File: src/rtl/sdr_seq_pkg.sv
package sdr_seq_pkg;
    typedef enum logic [2:0] {
        CMD_REF  = 3'b001,
        CMD_PRE  = 3'b010,
        CMD_ACT  = 3'b011,
        CMD_WRIT = 3'b100,
        CMD_READ = 3'b101,
        CMD_NOP  = 3'b111
    } sdr_cmd_e;

    typedef enum logic [3:0] {
        ST_IDLE,
        ST_PRE,
        ST_PRE_WAIT,
        ST_ACT,
        ST_ACT_WAIT,
        ST_CAS_NOP,
        ST_RW,
        ST_RECOVER,
        ST_REF_PRE,
        ST_REF_WAIT,
        ST_REF
    } seq_state_e;
endpackage

File: src/rtl/sdr_open_rows.sv
module sdr_open_rows #(
    parameter int BANKS = 4,
    parameter int ROW_W = 13,
    localparam int BANK_W = $clog2(BANKS)
) (
    input  logic              clk,
    input  logic              rst_n,
    input  logic              set_en,
    input  logic [BANK_W-1:0] set_bank,
    input  logic [ROW_W-1:0]  set_row,
    input  logic              clear_all,
    input  logic [BANK_W-1:0] look_bank,
    input  logic [ROW_W-1:0]  look_row,
    output logic              look_open,
    output logic              look_hit
);
    logic [BANKS-1:0] row_vld;
    logic [ROW_W-1:0] row_tag [BANKS];

    for (genvar b = 0; b < BANKS; b++) begin : g_bank
        always_ff @(posedge clk) begin
            if (!rst_n || clear_all) begin
                row_vld[b] <= 1'b0;
                row_tag[b] <= '0;
            end else if (set_en && set_bank == BANK_W'(b)) begin
                row_vld[b] <= 1'b1;
                row_tag[b] <= set_row;
            end
        end
    end

    always_comb begin
        look_open = row_vld[look_bank];
        look_hit  = look_open && (row_tag[look_bank] == look_row);
    end

    AST_CLEAR_CLOSES_ALL: assert property (@(posedge clk) disable iff (!rst_n)
        clear_all |=> (row_vld == '0));
    AST_SET_OPENS_BANK: assert property (@(posedge clk) disable iff (!rst_n)
        (set_en && !clear_all) |=> row_vld[$past(set_bank)]);
endmodule

File: src/rtl/sdr_refresh_timer.sv
module sdr_refresh_timer #(
    parameter int CNT_W = 16
) (
    input  logic             clk,
    input  logic             rst_n,
    input  logic [CNT_W-1:0] interval,
    input  logic             ref_done,
    output logic             ref_pending
);
    logic [CNT_W-1:0] elapsed;

    always_ff @(posedge clk) begin
        if (!rst_n) begin
            elapsed     <= '0;
            ref_pending <= 1'b0;
        end else begin
            if (elapsed >= interval) begin
                elapsed     <= '0;
                ref_pending <= 1'b1;
            end else begin
                elapsed <= elapsed + 1'b1;
                if (ref_done) ref_pending <= 1'b0;
            end
        end
    end

    AST_PENDING_HELD: assert property (@(posedge clk) disable iff (!rst_n)
        (ref_pending && !ref_done) |=> ref_pending);
endmodule

File: src/rtl/sdram_row_sequencer.sv
module sdram_row_sequencer
    import sdr_seq_pkg::*;
#(
    parameter int BANKS  = 4,
    parameter int ROW_W  = 13,
    parameter int COL_W  = 10,
    parameter int MASK_W = 2,
    parameter int TWR_W  = 3,
    parameter int REF_W  = 16,
    localparam int BANK_W = $clog2(BANKS),
    localparam int AP_BIT = 10,
    localparam int WAIT_W = (TWR_W > 2) ? TWR_W : 2
) (
    input  logic              clk,
    input  logic              rst_n,
    input  logic              req_valid,
    input  logic              req_write,
    input  logic [BANK_W-1:0] req_bank,
    input  logic [ROW_W-1:0]  req_row,
    input  logic [COL_W-1:0]  req_col,
    input  logic [MASK_W-1:0] req_mask,
    input  logic              cfg_bank_active,
    input  logic [1:0]        cfg_trp,
    input  logic [1:0]        cfg_trcd,
    input  logic [TWR_W-1:0]  cfg_twr,
    input  logic [1:0]        cfg_cas_lat,
    input  logic [REF_W-1:0]  cfg_ref_interval,
    output logic              req_ready,
    output logic              req_ack,
    output logic [2:0]        sd_cmd,
    output logic [ROW_W-1:0]  sd_addr,
    output logic [BANK_W-1:0] sd_ba,
    output logic [MASK_W-1:0] sd_dqm
);
    seq_state_e        state, nxt;
    logic [WAIT_W-1:0] wait_cnt, cnt_nxt;
    logic              c_write;
    logic [BANK_W-1:0] c_bank;
    logic [ROW_W-1:0]  c_row;
    logic [COL_W-1:0]  c_col;
    logic [MASK_W-1:0] c_mask;
    logic              row_open, row_hit, ref_pending, accept, cl1;
    sdr_cmd_e          cmd;

    assign cl1    = (cfg_cas_lat == 2'd1);
    assign accept = (state == ST_IDLE) && !ref_pending && req_valid;

    sdr_open_rows #(.BANKS(BANKS), .ROW_W(ROW_W)) i_rows (
        .clk      (clk),
        .rst_n    (rst_n),
        .set_en   ((state == ST_ACT) && cfg_bank_active),
        .set_bank (c_bank),
        .set_row  (c_row),
        .clear_all(state == ST_REF),
        .look_bank(req_bank),
        .look_row (req_row),
        .look_open(row_open),
        .look_hit (row_hit)
    );

    sdr_refresh_timer #(.CNT_W(REF_W)) i_refresh (
        .clk        (clk),
        .rst_n      (rst_n),
        .interval   (cfg_ref_interval),
        .ref_done   (state == ST_REF),
        .ref_pending(ref_pending)
    );

    always_ff @(posedge clk) begin
        if (!rst_n) begin
            state    <= ST_IDLE;
            wait_cnt <= '0;
            c_write  <= 1'b0;
            c_bank   <= '0;
            c_row    <= '0;
            c_col    <= '0;
            c_mask   <= '0;
        end else begin
            state    <= nxt;
            wait_cnt <= cnt_nxt;
            if (accept) begin
                c_write <= req_write;
                c_bank  <= req_bank;
                c_row   <= req_row;
                c_col   <= req_col;
                c_mask  <= req_mask;
            end
        end
    end

    always_comb begin
        nxt     = state;
        cnt_nxt = (wait_cnt != '0) ? wait_cnt - 1'b1 : '0;
        unique case (state)
            ST_IDLE: begin
                if (ref_pending)   nxt = ST_REF_PRE;
                else if (req_valid) begin
                    if (row_hit && cfg_bank_active)
                        nxt = (!req_write && cl1) ? ST_CAS_NOP : ST_RW;
                    else if (row_open && cfg_bank_active)
                        nxt = ST_PRE;
                    else
                        nxt = ST_ACT;
                end
            end
            ST_PRE:      begin nxt = ST_PRE_WAIT; cnt_nxt = WAIT_W'(cfg_trp); end
            ST_PRE_WAIT: if (wait_cnt == '0) nxt = ST_ACT;
            ST_ACT:      begin nxt = ST_ACT_WAIT; cnt_nxt = WAIT_W'(cfg_trcd); end
            ST_ACT_WAIT: if (wait_cnt == '0) nxt = (!c_write && cl1) ? ST_CAS_NOP : ST_RW;
            ST_CAS_NOP:  nxt = ST_RW;
            ST_RW: begin
                if (cfg_bank_active) nxt = ST_IDLE;
                else begin
                    nxt     = ST_RECOVER;
                    cnt_nxt = c_write ? WAIT_W'(cfg_twr) : WAIT_W'(cfg_trp);
                end
            end
            ST_RECOVER:  if (wait_cnt == '0) nxt = ST_IDLE;
            ST_REF_PRE:  begin nxt = ST_REF_WAIT; cnt_nxt = WAIT_W'(cfg_trp); end
            ST_REF_WAIT: if (wait_cnt == '0) nxt = ST_REF;
            ST_REF:      nxt = ST_IDLE;
            default:     nxt = ST_IDLE;
        endcase
    end

    always_comb begin
        cmd       = CMD_NOP;
        sd_addr   = '0;
        sd_ba     = c_bank;
        sd_dqm    = '1;
        req_ack   = 1'b0;
        req_ready = 1'b0;
        unique case (state)
            ST_IDLE:    req_ready = !ref_pending;
            ST_PRE:     cmd = CMD_PRE;
            ST_ACT:     begin cmd = CMD_ACT; sd_addr = c_row; end
            ST_CAS_NOP: sd_dqm = c_mask;
            ST_RW: begin
                cmd             = c_write ? CMD_WRIT : CMD_READ;
                sd_addr         = ROW_W'(c_col);
                sd_addr[AP_BIT] = !cfg_bank_active;
                sd_dqm          = c_mask;
                req_ack         = 1'b1;
            end
            ST_REF_PRE: begin cmd = CMD_PRE; sd_addr[AP_BIT] = 1'b1; end
            ST_REF:     cmd = CMD_REF;
            default:    cmd = CMD_NOP;
        endcase
        sd_cmd = cmd;
    end

    AST_AP_FLAG_MATCHES_MODE: assert property (@(posedge clk) disable iff (!rst_n)
        (sd_cmd == CMD_READ || sd_cmd == CMD_WRIT) |-> (sd_addr[AP_BIT] == !cfg_bank_active));
    AST_PRE_THEN_IDLE: assert property (@(posedge clk) disable iff (!rst_n)
        (sd_cmd == CMD_PRE) |=> (sd_cmd == CMD_NOP));
    AST_ACT_THEN_IDLE: assert property (@(posedge clk) disable iff (!rst_n)
        (sd_cmd == CMD_ACT) |=> (sd_cmd == CMD_NOP));
    AST_CL1_READ_GAP: assert property (@(posedge clk) disable iff (!rst_n)
        (sd_cmd == CMD_READ && cfg_cas_lat == 2'd1) |-> ($past(sd_cmd) == CMD_NOP));
    AST_ACK_WITH_COLUMN: assert property (@(posedge clk) disable iff (!rst_n)
        req_ack |-> ((sd_cmd == CMD_READ || sd_cmd == CMD_WRIT) && !req_ready));
    AST_ACK_SINGLE: assert property (@(posedge clk) disable iff (!rst_n)
        req_ack |=> !req_ack);
endmodule

File: config.mk
export PLATFORM = sky130hd
export DESIGN_NAME = sdram_row_sequencer
export DESIGN_NICKNAME = d
export VERILOG_FILES = /design/src/rtl/sdr_seq_pkg.sv /design/src/rtl/sdr_open_rows.sv /design/src/rtl/sdr_refresh_timer.sv /design/src/rtl/sdram_row_sequencer.sv
export SDC_FILE = /design/constraint.sdc
export NUM_CORES = 1
export LEC_CHECK = 0
export BUFFER_PORTS_ARGS = -buffer_cell sky130_fd_sc_hd__buf_2
export CORE_MARGIN = 4
export CORE_UTILIZATION = 58
export CTS_CLUSTER_DIAMETER = 30
export DETAILED_ROUTE_END_ITERATION = 10
export GPL_TIMING_DRIVEN = 0
export HOLD_SLACK_MARGIN = 0.15
export PLACE_DENSITY = 0.92
export SKIP_LAST_GASP = 1
export SLEW_MARGIN = 25
export SYNTH_ARGS = -nofsm -noshare
export SYNTH_HDL_FRONTEND = slang
export SYNTH_SLANG_ARGS = --single-unit
File: constraint.sdc
create_clock -name clk -period 3.3 [get_ports clk]
set_clock_uncertainty 0.05 [all_clocks]
set_input_delay 0 -clock clk [delete_from_list [all_inputs] [get_ports clk]]
set_output_delay 0 -clock clk [all_outputs]
set_load 0.03 [all_outputs]
==> out/qor.csv <==
stage,metric,value,unit
critical_path,Worst Setup SP,state[2],
finish,share of layout cells above drive strength 1,16.9,%
clocking,clock tree buffer depth,2,
detailed_routing,TritonRoute pass-1 iters,5,
timing,WHS,0.165,ns
detailed_routing,Vias/cell,5.93,
synth,"EDFF count, synth",52,
timing,Max Slew Vio Count,0,
floorplanning,core area,9370,µm²
pwr,pwr/cell area,498,nW/µm²
detailed_routing,Vias,4900,
global_routing,vias in the first global route,5030,
critical_path,CP cell instances,buf_1 -> nor3_2 -> nand3_1 -> nor3_1 -> clkbuf_1 -> and2_1,
run_status,outcome,"finished, final reports clean",
synth,Synth top area share,27.5,%
synth,Synth async-reset ratio,0,%
floorplanning,Die W,107,µm
synth,top-count cell post-synth,nand2_1,
detailed_routing,DRC Markers,0,
synth,synth cell count leaders,"nand2_1 (75), and2_1 (56), dfxtp_1 (56)",
synth,sequential share of the synthesized area,47.3,%
synth,Synth area leader,edfxtp_1,
detailed_routing,Detailed Route Iter0 Violations,425,
detailed_routing,post-route ant nets,0,
detailed_routing,final WL,15700,µm
global_routing,largest net degree at the start of global routing,19,
critical_path,"Buf+Inv Stages, Crit Path",2,
clocking,CTS tree,yes,
synth,synth top area cells,"edfxtp_1 (28%), dfxtp_1 (20%), and2_1 (6.2%)",
clocking,"CTS clk-pin slew, worst paths",0.11,ns
pwr,Overall Power,3.40,mW
clocking,CTS Buf Count,9,
timing,max_slew headroom,41.5,%
place,GPL Wtd Cong,0.923,
synth,Synth cell types,57,
timing,Worst-Margin Slew,0.870,ns
detailed_routing,Routed WL per cell,19.0,µm
finish,Non-Filler Instances,827,
clocking,post-CTS setup buffers,0,
floorplanning,Rows,35,
synth,Cells after Synth,565,
critical_path,arrival time at the worst endpoint,3.11,ns
place,Port-buffer cells,76,
worst_hold_path,min-delay src,req_valid,
critical_path,reg-to-reg startpoint,state[2],
critical_path,kind of critical path,flip-flop to flip-flop,
global_routing,first-pass GRT wire length,25100,µm
global_routing,initial antenna violation count,0,
floorplanning,initial core utilization,60.5,%
synth,"Primary FF master, synth",dfxtp_1,
global_routing,Total GRT Usage,28.6,%
place,Post-DP HPWL,10500,µm
pwr,Leak Pwr,2.81,nW
clocking,CTS sink cnt,108,
clocking,clock root buffer,clkbuf_8,
synth,Syn Area/Cell,10.0,µm²
timing,# setup viols final,0,
synth,Synth Register Bits,108,
timing,minimum clock period,2.93,ns
clocking,clk_lat worst skew,0.38,ns
timing,fin crit share,88.8,%
timing,maximum clock frequency,341,MHz
place,placed cell count,774,
clocking,H-tree depth,3,
worst_hold_path,HP Class,primary input to flip-flop,
finish,Antenna diodes,0,
global_routing,grt ovf,0,
critical_path,Critical Path RT,3.48,ns
timing,RSZ-0062 raised after global routing,no,
timing,Setup WS post-layout,0.371,ns
critical_path,top cell family by delay on the critical path,simple AND/OR/NAND/NOR gates,
place,Place WS,0.511,ns
synth,Synthesis Warnings,0,
critical_path,Setup crit end kind,flip-flop,
floorplanning,IO Count,79,
timing,endpoints failing hold,0,
finish,Final #Nets,767,
synth,net count after synthesis,639,
critical_path,"Slowest-stage cell, CP",nor3_2,
floorplanning,Die Area,11400,µm²
pwr,maximum VDD drop,0.267,mV
synth,Syn Std Cell Area,5670,µm²
finish,Layout fillers,648,
finish,Area Growth Syn to Fin,20.4,%
floorplanning,die height,107,µm
critical_path,CP peak stage delay,0.62,ns
flow_run,Max-Cap Viols,0,
critical_path,Worst Setup Start Kind,flip-flop,
critical_path,largest fanout on the critical path,10,
==> repair_timing <==
item / in CTS / in global routing
resized for setup: 0 / 0
hold buffers: 37 / 0
hold endpoints to repair: 33 / 0
==> cell usage in the layout (no fill, tap or decap), types with 6 or more instances in the layout <==
cell type and count:
o21ai_0 12, nor2_1 39, nand4_1 6, nor3_1 7, mux2i_1 9, and2_1 56
inv_1 19, clkbuf_8 9, buf_2 81, a22o_1 10, nand3_1 13, dfxtp_1 56
a21o_1 10, edfxtp_1 52, a21boi_1 16, nand2b_1 8, a21oi_1 15, clkbuf_1 22
dlygate4sd3_1 37, ha_1 17, nand2_1 75, xor2_1 15, a21boi_0 15, mux4_1 6
xnor2_1 19
==> cell type report <==
type                            instances  area [µm²]  share of cell area, %
Clock inverter                          7        50.0                  0.733
Timing Repair Buffer                  117         796                   11.7
Buffer                                 30         138                   2.02
Sequential cell                       108        2680                   39.3
Inverter                               19        71.3                   1.05
Multi-Input combinational cell        408        2800                   41.1
Clock buffer                            9         124                   1.82
Tap cell                              129         161                   2.37
==> sequential cells by signal, indices dropped and copies added, names as in the netlist, 2 cells and up <==
signal	count
wait_cnt	3
sd_ba	2
state	4
c_col	10
c_mask	2
i_rows.row_vld	4
c_row	13
i_rows.row_tag	52
i_refresh.elapsed	16
==> stage by stage <==
step	TNS, ns	util [%]	cell area, µm²
after floorplan	0	-	5670
after CTS	0	72.8	6820
final	0	72.8	6820
after global placement	-10.74	66.3	6210
after global routing	0	72.8	6820
after detailed placement	0	67.0	6280
==> cells by family (layout without fill, tap and decap cells) <==
| kind of cell | after synthesis | after routing | share of synthesized area (%) |
|---|---|---|---|
| and+or+nand+nor | 231 | 231 | 20.7 |
| AOI/OAI and AO/OA | 107 | 107 | 13.4 |
| muxes | 19 | 19 | 5.96 |
| buffers and inverters | 49 | 182 | 3.69 |
| adders and majority gates | 17 | 17 | 3.75 |
| xor gates and xnor gates | 34 | 34 | 5.25 |
| DFF | 108 | 108 | 47.3 |
==> tightest hold or removal path: cells and delay by family <==
| kind | cells | cell delay, ns |
|---|---|---|
| compound gates | 1 | 0.06 |
| buf+inv | 2 | 0.30 |
| simple gates | 2 | 0.20 |
==> per-layer routing <==
metal / up-vias / part of all wire (%) / GRT usage, %
met5: - / 0 / 0
li1: 2239 / - / -
met2: 319 / 50 / 49.6
met3: 60 / 9.6 / 7.47
met4: 0 / 4.2 / 12.4
met1: 2282 / 36 / 33.3
==> final timing paths <==
check / end / slack [ns] / cells past startpoint
setup / recovery: i_rows.row_tag[0][5] / 0.37 / 6
hold / removal: c_col[3] / 0.17 / 5
setup reg to reg: i_rows.row_tag[0][5] / 0.37 / 6
hold reg to reg: c_col[8] / 0.41 / 2
==> power breakdown <==
| part | total [mW] | leakage [nW] | internal [mW] | switching (mW) |
|---|---|---|---|---|
| Combinational | 0.996 | 1.73 | 0.365 | 0.631 |
| Clock | 0.760 | 0.0910 | 0.281 | 0.479 |
| Sequential | 1.64 | 0.993 | 1.52 | 0.120 |
| Total | 3.40 | 2.81 | 2.17 | 1.23 |
Note: power is estimated with default switching activity, not from simulation.
